$ cat config.mk
export PLATFORM = sky130hd
export DESIGN_NAME = i2c_rd_master
export DESIGN_NICKNAME = d
export VERILOG_FILES = /design/src/rtl/i2cr_pkg.sv /design/src/rtl/i2cr_phase_timer.sv /design/src/rtl/i2cr_rx_hold.sv /design/src/rtl/i2cr_seq.sv /design/src/rtl/i2c_rd_master.sv
export SDC_FILE = /design/constraint.sdc
export NUM_CORES = 1
export LEC_CHECK = 0
export BUFFER_PORTS_ARGS = -buffer_cell sky130_fd_sc_hd__buf_2
export CORE_MARGIN = 3
export CORE_UTILIZATION = 52
export CTS_CLUSTER_SIZE = 40
export DETAILED_ROUTE_END_ITERATION = 10
export MAX_ROUTING_LAYER = met4
export PLACE_DENSITY = 0.76
export SLEW_MARGIN = 20
export SYNTH_ARGS = -nofsm -noshare
export SYNTH_HDL_FRONTEND = slang
export SYNTH_SLANG_ARGS = --single-unit
$ cat constraint.sdc
create_clock -name clk -period 2.25 [get_ports clk]
set_input_delay 0.1125 -clock clk [delete_from_list [all_inputs] [get_ports clk]]
set_output_delay 0.1125 -clock clk [all_outputs]
set_load 0.005 [all_outputs]
$ cat src/rtl/i2cr_pkg.sv
`timescale 1ns/1ps
package i2cr_pkg;
  typedef enum logic [2:0] {
    ST_IDLE,
    ST_START,
    ST_LOW,
    ST_HIGH,
    ST_WAIT,
    ST_STOP_LOW,
    ST_STOP_HIGH,
    ST_STOP_END
  } seq_state_t;
endpackage

$ cat src/rtl/i2cr_phase_timer.sv
`timescale 1ns/1ps
// Counts one bus half-phase; tick marks its last cycle.
module i2cr_phase_timer #(
  parameter int DIV_W = 8
) (
  input  logic             clk,
  input  logic             rst,
  input  logic             run,
  input  logic [DIV_W-1:0] limit,
  output logic             tick
);
  logic [DIV_W-1:0] cnt;

  assign tick = run && (cnt == limit - 1'b1);

  always_ff @(posedge clk) begin
    if (rst || !run) cnt <= '0;
    else if (tick)   cnt <= '0;
    else             cnt <= cnt + 1'b1;
  end
endmodule

$ cat src/rtl/i2cr_rx_hold.sv
`timescale 1ns/1ps
// Receive holding register with its ready flag.
module i2cr_rx_hold #(
  parameter int DATA_W = 8
) (
  input  logic              clk,
  input  logic              rst,
  input  logic              push,
  input  logic [DATA_W-1:0] push_data,
  input  logic              pop,
  output logic [DATA_W-1:0] data,
  output logic              ready
);
  always_ff @(posedge clk) begin
    if (rst) begin
      data  <= '0;
      ready <= 1'b0;
    end else if (push) begin
      data  <= push_data;
      ready <= 1'b1;
    end else if (pop) begin
      ready <= 1'b0;
    end
  end
endmodule

$ cat src/rtl/i2cr_seq.sv
`timescale 1ns/1ps
// Bus sequencer: start, address, data bytes, acknowledges, stop.
module i2cr_seq
  import i2cr_pkg::*;
#(
  parameter int DATA_W = 8
) (
  input  logic              clk,
  input  logic              rst,
  input  logic              cmd_start,
  input  logic              cmd_stop,
  input  logic [DATA_W-2:0] slave_addr,
  input  logic              tick,
  input  logic              scl_in,
  input  logic              sda_in,
  input  logic              rxrdy,
  output logic              run,
  output logic              scl_oe,
  output logic              sda_oe,
  output logic              push,
  output logic [DATA_W-1:0] push_data,
  output logic              nack,
  output logic              txcomp
);
  localparam int FRAME = DATA_W + 1;
  localparam int BIT_W = $clog2(FRAME + 1);

  seq_state_t        st;
  logic [DATA_W-1:0] shreg;
  logic [BIT_W-1:0]  bitn;
  logic              is_addr;
  logic              last;
  logic              stop_pend;
  logic              ack_slot;
  logic              drive;
  logic [DATA_W-1:0] sampled;

  assign ack_slot = (bitn == BIT_W'(DATA_W));
  assign sampled  = {shreg[DATA_W-2:0], sda_in};

  always_comb begin
    if (ack_slot) drive = !is_addr && !last;
    else          drive = is_addr && !shreg[DATA_W-1];
  end

  always_comb begin
    run = (st != ST_IDLE) && (st != ST_WAIT);
    if ((st == ST_HIGH || st == ST_STOP_HIGH) && !scl_in) run = 1'b0;
  end

  always_ff @(posedge clk) begin
    if (rst) begin
      st        <= ST_IDLE;
      scl_oe    <= 1'b0;
      sda_oe    <= 1'b0;
      shreg     <= '0;
      bitn      <= '0;
      is_addr   <= 1'b0;
      last      <= 1'b0;
      stop_pend <= 1'b0;
      nack      <= 1'b0;
      txcomp    <= 1'b1;
      push      <= 1'b0;
      push_data <= '0;
    end else begin
      push <= 1'b0;
      if (cmd_stop && st != ST_IDLE) stop_pend <= 1'b1;
      case (st)
        ST_IDLE: if (cmd_start) begin
          st        <= ST_START;
          sda_oe    <= 1'b1;
          shreg     <= {slave_addr, 1'b1};
          bitn      <= '0;
          is_addr   <= 1'b1;
          nack      <= 1'b0;
          txcomp    <= 1'b0;
          stop_pend <= cmd_stop;
        end
        ST_START: if (tick) begin
          scl_oe <= 1'b1;
          st     <= ST_LOW;
        end
        ST_LOW: begin
          sda_oe <= drive;
          if (tick) begin
            scl_oe <= 1'b0;
            st     <= ST_HIGH;
          end
        end
        ST_HIGH: if (tick) begin
          scl_oe <= 1'b1;
          if (!ack_slot) begin
            shreg <= sampled;
            bitn  <= bitn + 1'b1;
            st    <= ST_LOW;
            if (!is_addr && bitn == BIT_W'(DATA_W - 1)) begin
              push      <= 1'b1;
              push_data <= sampled;
            end
          end else if (is_addr ? sda_in : last) begin
            if (is_addr) nack <= 1'b1;
            st <= ST_STOP_LOW;
          end else begin
            is_addr <= 1'b0;
            bitn    <= '0;
            if (rxrdy) st <= ST_WAIT;
            else begin
              last <= stop_pend || cmd_stop;
              st   <= ST_LOW;
            end
          end
        end
        ST_WAIT: begin
          sda_oe <= 1'b0;
          if (!rxrdy) begin
            last <= stop_pend || cmd_stop;
            st   <= ST_LOW;
          end
        end
        ST_STOP_LOW: begin
          sda_oe <= 1'b1;
          if (tick) begin
            scl_oe <= 1'b0;
            st     <= ST_STOP_HIGH;
          end
        end
        ST_STOP_HIGH: if (tick) begin
          sda_oe <= 1'b0;
          st     <= ST_STOP_END;
        end
        ST_STOP_END: if (tick) begin
          txcomp    <= 1'b1;
          stop_pend <= 1'b0;
          st        <= ST_IDLE;
        end
        default: st <= ST_IDLE;
      endcase
    end
  end
endmodule

$ cat src/rtl/i2c_rd_master.sv
`timescale 1ns/1ps
module i2c_rd_master #(
  parameter int DATA_W = 8,
  parameter int DIV_W  = 8
) (
  input  logic              clk,
  input  logic              rst,
  input  logic [DIV_W-1:0]  cfg_half,
  input  logic [DATA_W-2:0] slave_addr,
  input  logic              cmd_start,
  input  logic              cmd_stop,
  input  logic              rhr_read,
  output logic [DATA_W-1:0] rhr_data,
  output logic              rxrdy,
  output logic              nack,
  output logic              txcomp,
  output logic              scl_oe,
  input  logic              scl_in,
  output logic              sda_oe,
  input  logic              sda_in
);
  logic              run;
  logic              tick;
  logic              push;
  logic [DATA_W-1:0] push_data;

  i2cr_phase_timer #(.DIV_W(DIV_W)) u_timer (
    .clk   (clk),
    .rst   (rst),
    .run   (run),
    .limit (cfg_half),
    .tick  (tick)
  );

  i2cr_seq #(.DATA_W(DATA_W)) u_seq (
    .clk        (clk),
    .rst        (rst),
    .cmd_start  (cmd_start),
    .cmd_stop   (cmd_stop),
    .slave_addr (slave_addr),
    .tick       (tick),
    .scl_in     (scl_in),
    .sda_in     (sda_in),
    .rxrdy      (rxrdy),
    .run        (run),
    .scl_oe     (scl_oe),
    .sda_oe     (sda_oe),
    .push       (push),
    .push_data  (push_data),
    .nack       (nack),
    .txcomp     (txcomp)
  );

  i2cr_rx_hold #(.DATA_W(DATA_W)) u_hold (
    .clk       (clk),
    .rst       (rst),
    .push      (push),
    .push_data (push_data),
    .pop       (rhr_read),
    .data      (rhr_data),
    .ready     (rxrdy)
  );
endmodule

# Yosys cells after proc, flatten, opt, wreduce, memory -nomap -nowiden
# Index checks and enable logic that the tools add are counted.
[word_totals] ff_bits=48 latchBits=0 ramBits=0 romBits=0 inputBits=22 out_inout_bits=13 word_cells=137 memories=0
[op_classes] addsub=3 multipliers=0 div=0 order_cmp=0 n_eq_ne=27 shifts=0 n_mux=52 bitwise=3 reduce_logical=37
[op_table] op="two-way mux 3 bit" n=11
[op_table] op="two-way mux 1 bit" n=24
[op_table] op="two-way mux 8 bit" n=3
[op_table] op="case mux 3 bit (8 select lines)" n=1
[op_table] op="!= test 2 bit, second input constant" n=11
[op_table] op="two-way mux 4 bit" n=4
[op_table] op="case mux 8 bit (2 select lines)" n=1
[op_table] op="AND reduction 4 bit" n=4
[op_table] op="== test 3 bit, second input constant" n=4
[op_table] op="case mux 1 bit (2 select lines)" n=6
[op_table] op="nonzero test 2 bit" n=5
[op_table] op="AND reduction 3 bit" n=3
[op_table] op="adder 8 x 1 -> 8 bit, second input constant" n=1
[op_table] op="== test 8 bit" n=1
[op_table] op="!= test 2 x 1 -> 1 bit, second input constant" n=4
[op_table] op="case mux 4 bit (2 select lines)" n=1
[op_table] op="AND reduction 8 bit" n=1
[op_table] op="subtractor 8 x 1 -> 8 bit, second input constant" n=1
[op_table] op="logical AND 1 bit" n=7
[op_table] op="== test 3 x 2 -> 1 bit, second input constant" n=2
[op_table] op="!= test 3 bit, second input constant" n=2
[op_table] op="AND reduction 6 bit" n=1
[op_table] op="OR reduction 2 bit" n=3
[op_table] op="zero test 1 bit" n=5
[op_table] op="other kinds (12)" n=16

# Logic depth before layout (Yosys ltp)
[logic_depth] ltp_word=7 ltp_mapped=10 mapped_depth_nobuf=8

# Cells and area by module
# From an unflattened synthesis, not the netlist that was laid out.
[unflattened] hier_cells=289 hier_area_um2=2521.2
[by_module_without_submodules] mod="i2cr_seq" instances=1 cells_per_inst=184 area_per_inst_um2=1580.3 seq_area_each_um2=620.6
[by_module_without_submodules] mod="i2cr_phase_timer" instances=1 cells_per_inst=75 area_per_inst_um2=619.3 seq_area_each_um2=160.2
[by_module_without_submodules] mod="i2cr_rx_hold" instances=1 cells_per_inst=30 area_per_inst_um2=321.6 seq_area_each_um2=180.2

# Worst setup path after synthesis
# No wires, ideal clock.
[synth_path] path_type="input-to-reg" from="input port cfg_half[0]" to="register u_seq.shreg[0]" arrival_time_ns=2.140 required_ns=2.164 path_slack_ns=0.024 cell_stages=10 path_buffers=2 path_cell_list="inv_1 > ha_1 > buf_2 > o21bai_1 > a2111oi_1 > a311o_1 > nor2_1 > or3_1 > buf_6 > a221oi_2"
[synth_between] elab_chain_len=5
[synth_lines] element="from (decl)" line="i2c_rd_master.sv:8" rtl="input logic [DIV_W-1:0] cfg_half,"
[synth_lines] element="subtractor 8 x 1 -> 8 bit" line="i2cr_phase_timer.sv:14" rtl="assign tick = run && (cnt == limit - 1'b1);"
[synth_lines] element="== test 8 bit" line="i2cr_phase_timer.sv:14"
[synth_lines] element="logical AND 1 bit" line="i2cr_phase_timer.sv:14"
[synth_lines] element="!= test 2 bit (no line)"
[synth_lines] element="AND reduction 4 bit (no line)"
[synth_lines] element="to (signal assigned)" line="i2cr_seq.sv:72" rtl="shreg <= {slave_addr, 1'b1};"
[synth_lines] element="to (signal assigned)" line="i2cr_seq.sv:93" rtl="shreg <= sampled;"
[synth_lines] element="to (decl)" line="i2cr_seq.sv:29" rtl="logic [DATA_W-1:0] shreg;"
# No other way between the ends.
# A chain may end at the register's enable or synchronous reset.

# Worst setup path in the final report
[layout_path] from="register u_timer.cnt[0]" to="register u_seq.shreg[1]"
[layout_between] elab_chain_len=4
[layout_lines] element="from (decl)" line="i2cr_phase_timer.sv:12" rtl="logic [DIV_W-1:0] cnt;"
[layout_lines] element="from (signal assigned)" line="i2cr_phase_timer.sv:19" rtl="else cnt <= cnt + 1'b1;"
[layout_lines] element="== test 8 bit" line="i2cr_phase_timer.sv:14"
[layout_lines] element="logical AND 1 bit" line="i2cr_phase_timer.sv:14"
[layout_lines] element="!= test 2 bit (no line)"
[layout_lines] element="AND reduction 4 bit (no line)"
# No other way between the ends.

==> results.cfg <==
[route]
drtAntennaViolNets = 0
drt_iter0_drc = 254
wirelength_mm = 6.81
wl_per_cell_um = 15.6
drc = 0
first_pass_iters = 4
vias = 2579
vias_per_cell = 5.90

[sta]
tightestPinTransition_ns = 0.512
finalHoldViolCount = 0
fmax_mhz = 456
maxSlewViolCount = 0
whs_ns = 0.104
max_slew_margin_pct = 65.8
min_period_ns = 2.19
clock_skew_ns = 0.00735
setup_viol = 0
fin_crit_sh_pct = 97.4

[power_and_ir_drop]
p_leak_nw = 1.29
powerDensity_nw_per_um2 = 785
max-vdd-ir-drop_mv = 0.722

[cts]
htree_levels = 2
postCtsHoldBufs = 0
clkLatencyLatePin_ns = 0.31
cts.clk_slew.worst_paths_ns = 0.09
cts_buffers = 5
cts.sinks = 48
clock_path_buffers = 2
cts_root_buf = clkbuf_8
cts_tree = yes

[yosys]
synth_cell_type_count = 53
yosys.area.top_type = dfxtp_1
syn_avg_cell_area_um2 = 8.37
seq_area_frac_synth_pct = 36.6
synth_area_leaders = dfxtp_1 (37%), nor2_1 (6.6%), a221oi_2 (4.6%), mux2i_1 (3.8%), o21ai_0 (3.8%)
yosysMostFrequentCell = dfxtp_1
ys_ff_latch = 48
yosys_most_used_dff = dfxtp_1
yosysWarnings = 0
syn-num-nets = 340
synth-edff-count = 0
ys_async_sr_fraction_pct = 0
synth_area_um2 = 2630
synth_top_cell_area_share_pct = 36.6
yosys-top-cells-count = dfxtp_1 (48), nor2_1 (46), o21ai_0 (20), nand3_1 (17), clkbuf_1 (16)
synth_cells = 314

[worst_hold_path]
min_from = rhr_read
hold_end = u_hold.ready
hp-class = in2reg
holdPathStages = 4

[layout]
fin_area_um2 = 3240
num_antenna_cells = 0
layout-drive-gt1-share_pct = 26.8
area_delta_synth_final_pct = 23.2
nets = 395

[die]
die_w_um = 77.1
dieArea_um2 = 5940
die_y_um = 77.1
start_util_pct = 54.6
rows = 25
io_pins = 35
core_area_um2 = 4820

[worst_setup_path]
r2r-end = u_seq.shreg[1]
end_kind = flop
crit_arrival_ns = 2.42
cp_cell_sequence = xor2_1, nand2_1, or4_4, a211o_1, or3_1, buf_4, a221oi_2
timing.rr.start = u_timer.cnt[0]
cp_top_family = simple AND/OR/NAND/NOR gates
cp.buffers_inverters = 1
r2r_slack_ns = 0.06
path_max_fanout = 8
cpPeakStageDelay_ns = 0.48
worst_setup_path_start_kind = flop
reg2reg_depth = 7
critPathRequiredTime_ns = 2.47
cp_slowest_cell = or4_4
crit_type = reg2reg

[status]
status = finished clean

[global_route]
grt_max_degree = 28
first_global_vias = 2507
grt_pass1_wl_mm = 11.6
antenna_found_initial = 0
overflow = 0
track_usage_pct = 24.6

[placed_design]
placed_cell_area_um2 = 3050
dpl.hpwl_mm = 4.98
gp_congestion = 0.899
portBuffers = 34

[run]
maxCapViolations = 0
[final cells by class]
| cell class | instances | area [um^2] |
|---|---|---|
| clock buffers | 5 | 68.8 |
| clock inverters | 3 | 68.8 |
| fillers | 412 | 1580 |
| inverters | 9 | 33.8 |
| multi-input cells | 238 | 1600 |
| flip-flops and latches | 48 | 965 |
| well taps | 67 | 83.8 |
| repair buffers | 67 | 418 |
[how the worst max path moves through the flow]
| stage | start | to | slack [ns] | cells past startpoint |
|---|---|---|---|---|
| finish | u_timer.cnt[0] | u_seq.shreg[1] | 0.06 | 7 |
| global placement | cfg_half[0] | u_seq.shreg[0] | -0.07 | 10 |
| global route | u_timer.cnt[7] | u_seq.shreg[4] | -0.005 | 8 |
| detailed placement | cfg_half[0] | u_seq.shreg[1] | -0.13 | 10 |
| floorplan | cfg_half[0] | u_seq.shreg[0] | 0.02 | 10 |
| CTS | u_timer.cnt[4] | u_seq.shreg[1] | 0.03 | 6 |
[metal layers]
| layer | vias up | share of wire, % | GRT usage, % |
|---|---|---|---|
| met5 | - | 0 | - |
| met4 | 0 | 1.4 | 8.01 |
| met3 | 10 | 5.5 | 3.87 |
| met2 | 85 | 48 | 39.9 |
| met1 | 1226 | 45 | 31.6 |
| li1 | 1258 | - | - |
[through the flow]
step / worst slack (ns) / utilization, % / power, W / instances / TNS [ns]
3_5_place_dp: -0.130 / 63.3 / 0.00177 / 429 / -0.929
2_1_floorplan: 0.0239 / - / 0.00152 / 314 / 0
5_1_grt: -0.00513 / 67.2 / 0.00267 / 437 / -0.00513
6_report: 0.0593 / 67.2 / 0.00254 / 437 / 0
3_3_place_gp: -0.0730 / 63.3 / 0.00175 / 429 / -0.564
4_1_cts: 0.0331 / 66.3 / 0.00252 / 437 / 0
[power by group]
part           total, W  internal (W)  switching, W
Sequential      0.00103      0.000942     0.0000841
Combinational  0.000759      0.000335      0.000424
Clock          0.000757      0.000447      0.000310
Total           0.00254       0.00172      0.000818
[worst min-delay path: stages]
cell and delay (ns):
buf_2 0.10, inv_1 0.04, a21oi_1 0.05, nor2_1 0.08
[what timing repair did]
item | 4_1_cts | 5_1_grt
setup endpoints to repair | 1 | 16
resized for setup | 1 | 9
setup buffers | 0 | 0
pin swaps | 0 | 1
[placed cells by master (no fill, tap or decap), types with 4 or more instances in the layout]
cell type,instances
o22ai_1,8
o21ai_0,20
clkbuf_8,5
nand2b_1,8
mux2i_1,10
a21oi_1,15
a221oi_2,8
buf_4,33
a31oi_1,5
nand3_1,17
nor3_1,7
and3_1,4
xnor2_1,8
dfxtp_1,45
buf_2,34
ha_1,4
nand3b_1,4
nor2_1,46
xor2_1,8
o211ai_1,4
nand2_1,11
inv_1,9
and2_1,5
[cells by family after synthesis]
family | synth area share (%)
simple gates | 23.1
buf+inv | 4.38
fa+ha+maj | 1.90
xor+xnor | 5.66
mux | 3.81
compound gates | 24.6
flops | 36.6
[state kept, by name, indices dropped and copies added, names as in the netlist]
register and count:
u_hold.data 8, u_hold.ready 1, u_seq.bitn 4, u_seq.is_addr 1, u_seq.last 1, u_seq.nack 1, u_seq.push 1, u_seq.push_data 8
u_seq.scl_oe 1, u_seq.sda_oe 1, u_seq.shreg 8, u_seq.st 3, u_seq.stop_pend 1, u_seq.txcomp 1, u_timer.cnt 8
(Power assumes the default switching activity.)
